File: src/rtl/aclink_rx.sv
module aclink_rx #(
  parameter int SLOT_W = 20,
  parameter int NSLOT  = 12,
  parameter int TAG_W  = 16
) (
  input  logic                     bit_clk,
  input  logic                     rst_n,
  input  logic                     sync,
  input  logic                     sdata_in,
  output logic                     frame_done,
  output logic                     codec_ready,
  output logic [NSLOT-1:0]         slot_valid,
  output logic [NSLOT*SLOT_W-1:0]  slot_data
);
  localparam int FRAME = TAG_W + SLOT_W * NSLOT;
  localparam int PW    = $clog2(FRAME);
  localparam int BW    = $clog2(SLOT_W);
  localparam int SW    = $clog2(NSLOT + 1);

  logic              sync_q, active;
  logic [PW-1:0]     pos;
  logic [BW-1:0]     bi;
  logic [SW-1:0]     si;
  logic [SLOT_W-2:0] sh;
  logic [TAG_W-1:0]  tag_q;
  logic [SLOT_W-1:0] wbuf [NSLOT];

  wire              rise = sync & ~sync_q;
  wire [SLOT_W-1:0] word = {sh, sdata_in};
  wire              last = (pos == PW'(FRAME - 1));

  always_ff @(negedge bit_clk or negedge rst_n) begin
    if (!rst_n) begin
      sync_q      <= 1'b0;
      active      <= 1'b0;
      pos         <= '0;
      bi          <= '0;
      si          <= '0;
      sh          <= '0;
      tag_q       <= '0;
      frame_done  <= 1'b0;
      codec_ready <= 1'b0;
      slot_valid  <= '0;
      slot_data   <= '0;
      for (int k = 0; k < NSLOT; k++) wbuf[k] <= '0;
    end else begin
      sync_q     <= sync;
      frame_done <= 1'b0;
      if (rise) begin
        active <= 1'b1;
        pos    <= PW'(1);
        bi     <= '0;
        si     <= '0;
        sh     <= word[SLOT_W-2:0];
      end else if (active && pos == '0) begin
        active <= 1'b0;
      end else if (active) begin
        pos <= last ? '0 : pos + 1'b1;
        sh  <= word[SLOT_W-2:0];
        if (pos == PW'(TAG_W - 1))
          tag_q <= {sh[TAG_W-2:0], sdata_in};
        if (pos >= PW'(TAG_W)) begin
          if (bi == BW'(SLOT_W - 1)) begin
            bi       <= '0;
            si       <= si + 1'b1;
            wbuf[si] <= word;
          end else begin
            bi <= bi + 1'b1;
          end
        end
        if (last) begin
          frame_done  <= 1'b1;
          codec_ready <= tag_q[TAG_W-1];
          for (int k = 0; k < NSLOT; k++) begin
            slot_valid[k] <= tag_q[TAG_W-2-k];
            if (!tag_q[TAG_W-2-k])
              slot_data[k*SLOT_W +: SLOT_W] <= '0;
            else if (k == NSLOT - 1)
              slot_data[k*SLOT_W +: SLOT_W] <= word;
            else
              slot_data[k*SLOT_W +: SLOT_W] <= wbuf[k];
          end
        end
      end
    end
  end
endmodule

File: config.mk
export PLATFORM = sky130hd
export DESIGN_NAME = aclink_rx
export DESIGN_NICKNAME = d
export VERILOG_FILES = /design/src/rtl/aclink_rx.sv
export SDC_FILE = /design/constraint.sdc
export NUM_CORES = 1
export LEC_CHECK = 0
export ABC_AREA = 1
export CAP_MARGIN = 10
export CORE_MARGIN = 2
export CORE_UTILIZATION = 30
export DETAILED_ROUTE_END_ITERATION = 7
export PLACE_DENSITY = 0.57
export SETUP_SLACK_MARGIN = 0.3
export SYNTH_ARGS = -nofsm -noshare
export SYNTH_HDL_FRONTEND = slang
export SYNTH_SLANG_ARGS = --single-unit
File: constraint.sdc
create_clock -name bit_clk -period 2.2 [get_ports bit_clk]
set_input_delay 0.22 -clock bit_clk [delete_from_list [all_inputs] [get_ports bit_clk]]
set_output_delay 0.22 -clock bit_clk [all_outputs]
set_load 0.03 [all_outputs]
Word-level counts from Yosys, hierarchy flattened
Cells that the tools add are included.

word-level totals
  register bits = 548
  input bits = 4
  output and inout bits = 254
  logic and storage cells = 89

cells by class
  add/subtract/negate cells = 3
  magnitude comparators = 3
  equal/unequal tests = 4
  mux-type cells = 38
  bitwise gates (word level) = 5
  reductions and logical operators = 13

operator list
  cell                 count
  $mux 20              13
  $bwmux 240           1
  $demux 20 s4         1
  $mux 19              3
  $mux 8               4
  $mux 5               5
  $mux 4               5
  $reduce_and 4->1     3
  $add 8x1->8 const B  1
  $eq 8x4->1 const B   1
  $eq 8x8->1 const B   1
  $ge 8x5->1 const B   1
  $logic_not 8->1      1
  $reduce_bool 2->1    4
  $mux 1               6
  $add 5x1->5 const B  1
  $eq 5x5->1 const B   1
  $ge 5x5->1 const B   1
  $lt 5x1->1 const B   1
  $not 4->5            1
  $reduce_and 5->1     1
  $add 4x1->4 const B  1
  $not 1->1            3
  $reduce_and 3->1     1
  4 further kinds      5

Longest topological paths before layout
  depth after elaboration = 6
  gate-level depth with buffers = 10
  gate-level depth less buffers = 8

==> flow_summary.html <==
<table>
<tr><th>Metric</th><th>Value</th></tr>
<tr><th colspan="2">Power</th></tr>
<tr><td>Peak VDD IR</td><td>0.000607 V</td></tr>
<tr><td>Leak</td><td>17.3 nW</td></tr>
<tr><td>Sum of internal, switching and leakage power</td><td>25.5 mW</td></tr>
<tr><td>Pwr dens</td><td>739 mW/mm^2</td></tr>
<tr><th colspan="2">Synth</th></tr>
<tr><td>Share of Yosys cell area claimed by the top area cell type</td><td>0.577</td></tr>
<tr><td>Gate count of the mapped netlist</td><td>2648</td></tr>
<tr><td>Share of synthesized area occupied by flip-flops and latches</td><td>0.577</td></tr>
<tr><td>Library cells used by synthesis</td><td>27</td></tr>
<tr><td>Post-Syn Area per Cell</td><td>8.59 um^2</td></tr>
<tr><td>Synthesized netlist net count</td><td>2659</td></tr>
<tr><td>Mapped Area</td><td>0.0228 mm^2</td></tr>
<tr><td>Top area cells in the synthesized netlist</td><td>sky130_fd_sc_hd__dfrtn_1 58%, sky130_fd_sc_hd__nand2_1 22%, sky130_fd_sc_hd__nand3b_1 8.0%</td></tr>
<tr><td>Flops &amp; latches, synth</td><td>525</td></tr>
<tr><td>Synth Warn #</td><td>0</td></tr>
<tr><td>Library cell occupying the most area in the post-synthesis netlist</td><td>sky130_fd_sc_hd__dfrtn_1</td></tr>
<tr><th colspan="2">Cells and area</th></tr>
<tr><td>Count of antenna diodes in the layout</td><td>0</td></tr>
<tr><td>Finished Cell Area</td><td>0.0345 mm^2</td></tr>
<tr><td>Core occupancy in the finished layout</td><td>0.460</td></tr>
<tr><td>Share of layout cells above drive strength 1</td><td>0.338</td></tr>
<tr><td>Number of cells in the finished layout apart from fillers</td><td>4152</td></tr>
<tr><td>Register area</td><td>0.0131 mm^2</td></tr>
<tr><td>Number of nets in the layout</td><td>3144</td></tr>
<tr><td>Fill cell total of the finished layout</td><td>7102</td></tr>
<tr><td>Area of the multi-input gates</td><td>0.0105 mm^2</td></tr>
<tr><td>Area Overhead vs Synth</td><td>51.4%</td></tr>
<tr><th colspan="2">Drt</th></tr>
<tr><td>Count of TritonRoute iterations in the first routing pass</td><td>5</td></tr>
<tr><td>Total number of vias</td><td>20.1k</td></tr>
<tr><td>Number of design rule violations left after detail routing</td><td>0</td></tr>
<tr><td>Average routed wire per standard cell</td><td>20.0 um</td></tr>
<tr><td>Wire length after detailed routing</td><td>83200 um</td></tr>
<tr><td>Mean number of vias per cell</td><td>4.84</td></tr>
<tr><td>Final antenna-violating net count</td><td>0</td></tr>
<tr><td>Number of DRC markers after the initial detailed-route iteration</td><td>1721</td></tr>
<tr><th colspan="2">Setup path</th></tr>
<tr><td>Data arrival time of the worst path</td><td>2.37 ns</td></tr>
<tr><td>Slowest-stage cell, CP</td><td>sky130_fd_sc_hd__dfrtn_1</td></tr>
<tr><td>Family with the most delay on the worst path</td><td>flip-flops</td></tr>
<tr><td>Maximum fanout along the worst path</td><td>2</td></tr>
<tr><td>Critical R2R Capture</td><td>wbuf[139]</td></tr>
<tr><td>Startpoint types</td><td>flop</td></tr>
<tr><td>R2R setup slack</td><td>0.11 ns</td></tr>
<tr><td>Critical path start-end classification</td><td>flop to output pin</td></tr>
<tr><td>Worst flop-to-flop path startpoint</td><td>si[0]</td></tr>
<tr><td>Number of buffers and inverters on the critical path</td><td>1</td></tr>
<tr><td>CP endpoint kind</td><td>output pin</td></tr>
<tr><td>Worst R2R Path Depth</td><td>6</td></tr>
<tr><td>Series of cell instances along the critical path</td><td>buf_6</td></tr>
<tr><td>Largest incremental delay on the critical path</td><td>0.51 ns</td></tr>
<tr><td>Required time reported for the critical path endpoint</td><td>1.98 ns</td></tr>
<tr><th colspan="2">STA</th></tr>
<tr><td>Total of endpoints with negative setup slack in the final report</td><td>648</td></tr>
<tr><td>Final Skew</td><td>0.0164 ns</td></tr>
<tr><td>Unrepaired setup endpoints after global routing</td><td>true</td></tr>
<tr><td>Pins Over Slew Limit</td><td>0</td></tr>
<tr><td>Remaining max-slew budget at the tightest pin</td><td>0.323</td></tr>
<tr><td>Hold Vio Cnt, Final</td><td>0</td></tr>
<tr><td>Worst setup margin</td><td>-0.394 ns</td></tr>
<tr><td>Worst-Margin Slew</td><td>1.01 ns</td></tr>
<tr><th colspan="2">Global route</th></tr>
<tr><td>Vias in the first global route</td><td>19.1k</td></tr>
<tr><td>Maximum number of pins on one net before global-route repair</td><td>56</td></tr>
<tr><td>Wire length of the first global-routing pass</td><td>120000 um</td></tr>
<tr><td>Number of antenna violations at the first check in global routing</td><td>0</td></tr>
<tr><td>Global-route total usage across every layer</td><td>0.200</td></tr>
<tr><td>GRT overflow</td><td>0</td></tr>
<tr><th colspan="2">Outcome</th></tr>
<tr><td>Run status</td><td>finished, violations left</td></tr>
<tr><td>Failing checks</td><td>setup timing</td></tr>
<tr><th colspan="2">CTS</th></tr>
<tr><td>Clk pin slew, worst setup/hold paths</td><td>0.05 ns</td></tr>
<tr><td>Number of buffers inserted during clock tree synthesis</td><td>58</td></tr>
<tr><td>Hold bufs inserted after CTS</td><td>0</td></tr>
<tr><td>Clock insertion delay at the later pin of the skew report</td><td>0.60 ns</td></tr>
<tr><td>TritonCTS clock tree</td><td>done</td></tr>
<tr><td>Clock sink total</td><td>525</td></tr>
<tr><td>Library cell used as clock root buffer</td><td>sky130_fd_sc_hd__clkbuf_16</td></tr>
<tr><td>Buffer levels on the longest clock path</td><td>3</td></tr>
<tr><td>H-tree Lvls</td><td>2</td></tr>
<tr><th colspan="2">Placement</th></tr>
<tr><td>Instance area after placement</td><td>0.0268 mm^2</td></tr>
<tr><td># port buffers</td><td>257</td></tr>
<tr><td>Total placed cells including tap cells</td><td>3813</td></tr>
<tr><td>Placer's final routability congestion estimate</td><td>0.795</td></tr>
<tr><td>DP Wirelength</td><td>48700 um</td></tr>
<tr><td>Minimum setup slack after placement</td><td>-0.951 ns</td></tr>
<tr><th colspan="2">Die</th></tr>
<tr><td>Initial Utilization</td><td>0.304</td></tr>
<tr><td>I/O pin count</td><td>258</td></tr>
<tr><td>Core box area</td><td>0.0748 mm^2</td></tr>
<tr><td>Total die area</td><td>0.0781 mm^2</td></tr>
<tr><td>Row Count</td><td>100</td></tr>
<tr><td>Vertical die dimension</td><td>279 um</td></tr>
<tr><td>Die outline width</td><td>279 um</td></tr>
<tr><th colspan="2">Hold path</th></tr>
<tr><td>Hold path startpoint</td><td>wbuf[158]</td></tr>
<tr><td>Path category of the worst min-delay check</td><td>flop to flop</td></tr>
<tr><td>Number of cells on the worst hold path</td><td>2</td></tr>
<tr><td>Hold Path Sink</td><td>wbuf[158]</td></tr>
<tr><th colspan="2">Run</th></tr>
<tr><td>Max-cap violations</td><td>0</td></tr>
</table>
-- worst max path at each step --
stage	cells past startpoint	to	from	slack [ns]
after floorplan	9	wbuf[100]	sync	-0.14
after global placement	12	wbuf[210]	sync	-0.92
after detailed placement	12	wbuf[200]	sync	-0.95
after CTS	1	slot_valid[9]	slot_valid[9]	-0.41
after global routing	1	slot_valid[9]	slot_valid[9]	-0.43
final	1	slot_valid[9]	slot_valid[9]	-0.39
-- through the flow --
| step | hold slack (ns) | setup TNS [ns] |
|---|---|---|
| floorplan | 0.402 | -33.52 |
| global placement | 0.414 | -426.63 |
| detailed placement | 0.419 | -437.57 |
| CTS | 0.420 | -83.30 |
| global route | 0.433 | -117.05 |
| finish | 0.418 | -93.20 |
-- Yosys cell counts (all sizes together) --
library cell,n
clkbuf,87
dfrtn,525
inv,27
nor2,25
buf,119
o21bai,1
a21oi,3
xor2,4
nand3,244
nand2,1320
ha,7
o21a,1
o21ai,12
nand3b,241
nand4,29
a211oi,1
or2,1
nor3,1
-- cell type report --
class | instances | share of cell area
repair buffers | 606 | 0.214
flip-flops and latches | 525 | 0.381
inverters | 27 | 0.00345
multi-input cells | 1915 | 0.304
clock buffers | 74 | 0.0471
well taps | 969 | 0.0352
clock inverters | 36 | 0.0145
-- registers in the layout, summed over array words and instances (netlist names) --
register / flops
sync_q: 1
si: 4
bi: 5
wbuf: 220
sh: 19
pos: 8
slot_data: 240
slot_valid: 12
tag_q: 13
frame_done: 1
active: 1
codec_ready: 1
-- cells in the final DEF (no fill, tap or decap), drive strengths merged --
cell | synthesis | routed
inv | 27 | 28
clkinvlp | 0 | 5
clkbuf | 87 | 99
nand2 | 1320 | 1345
o21a | 1 | 1
nand3 | 244 | 244
nor3 | 1 | 1
buf | 119 | 577
a211oi | 1 | 1
clkinv | 0 | 19
xor2 | 4 | 4
o21bai | 1 | 1
dfrtn | 525 | 525
clkdlybuf4s50 | 0 | 1
ha | 7 | 7
bufinv | 0 | 11
o21ai | 12 | 12
or2 | 1 | 1
bufbuf | 0 | 3
nand4 | 29 | 29
nand3b | 241 | 241
nor2 | 25 | 25
a21oi | 3 | 3
-- layer usage --
| layer | GRT usage | wire length (um) | vias up |
|---|---|---|---|
| li1 | - | - | 9450 |
| met1 | 0.282 | 36900 | 9948 |
| met2 | 0.326 | 40300 | 613 |
| met3 | 0.0269 | 4530 | 93 |
| met4 | 0.0466 | 1550 | 0 |
| met5 | 0 | 0 | - |
-- power by group --
part	internal (mW)	total, mW	switching, mW	leakage, nW
clock network	6.52	10.8	4.26	1.04
logic	1.46	4.13	2.66	8.93
registers	9.89	10.6	0.677	7.31
total	17.9	25.5	7.60	17.3
-- cell families after synthesis --
group,Yosys count,share of synthesized area
AOI/OAI and AO/OA,18,0.00429
xor gates and xnor gates,4,0.00154
adders and majority gates,7,0.00385
buffers and inverters,233,0.0469
DFF,525,0.577
and+or+nand+nor,1861,0.366
-- what timing repair did --
action | CTS | global route
endpoints found under the setup margin | 778 | 755
pin swaps | 16 | 65
buffers inserted | 91 | 64
gates cloned | 38 | 36
resized for setup | 432 | 305
endpoints found under the hold margin | 0 | 0
No activity file was read; power rests on OpenSTA's default activity.
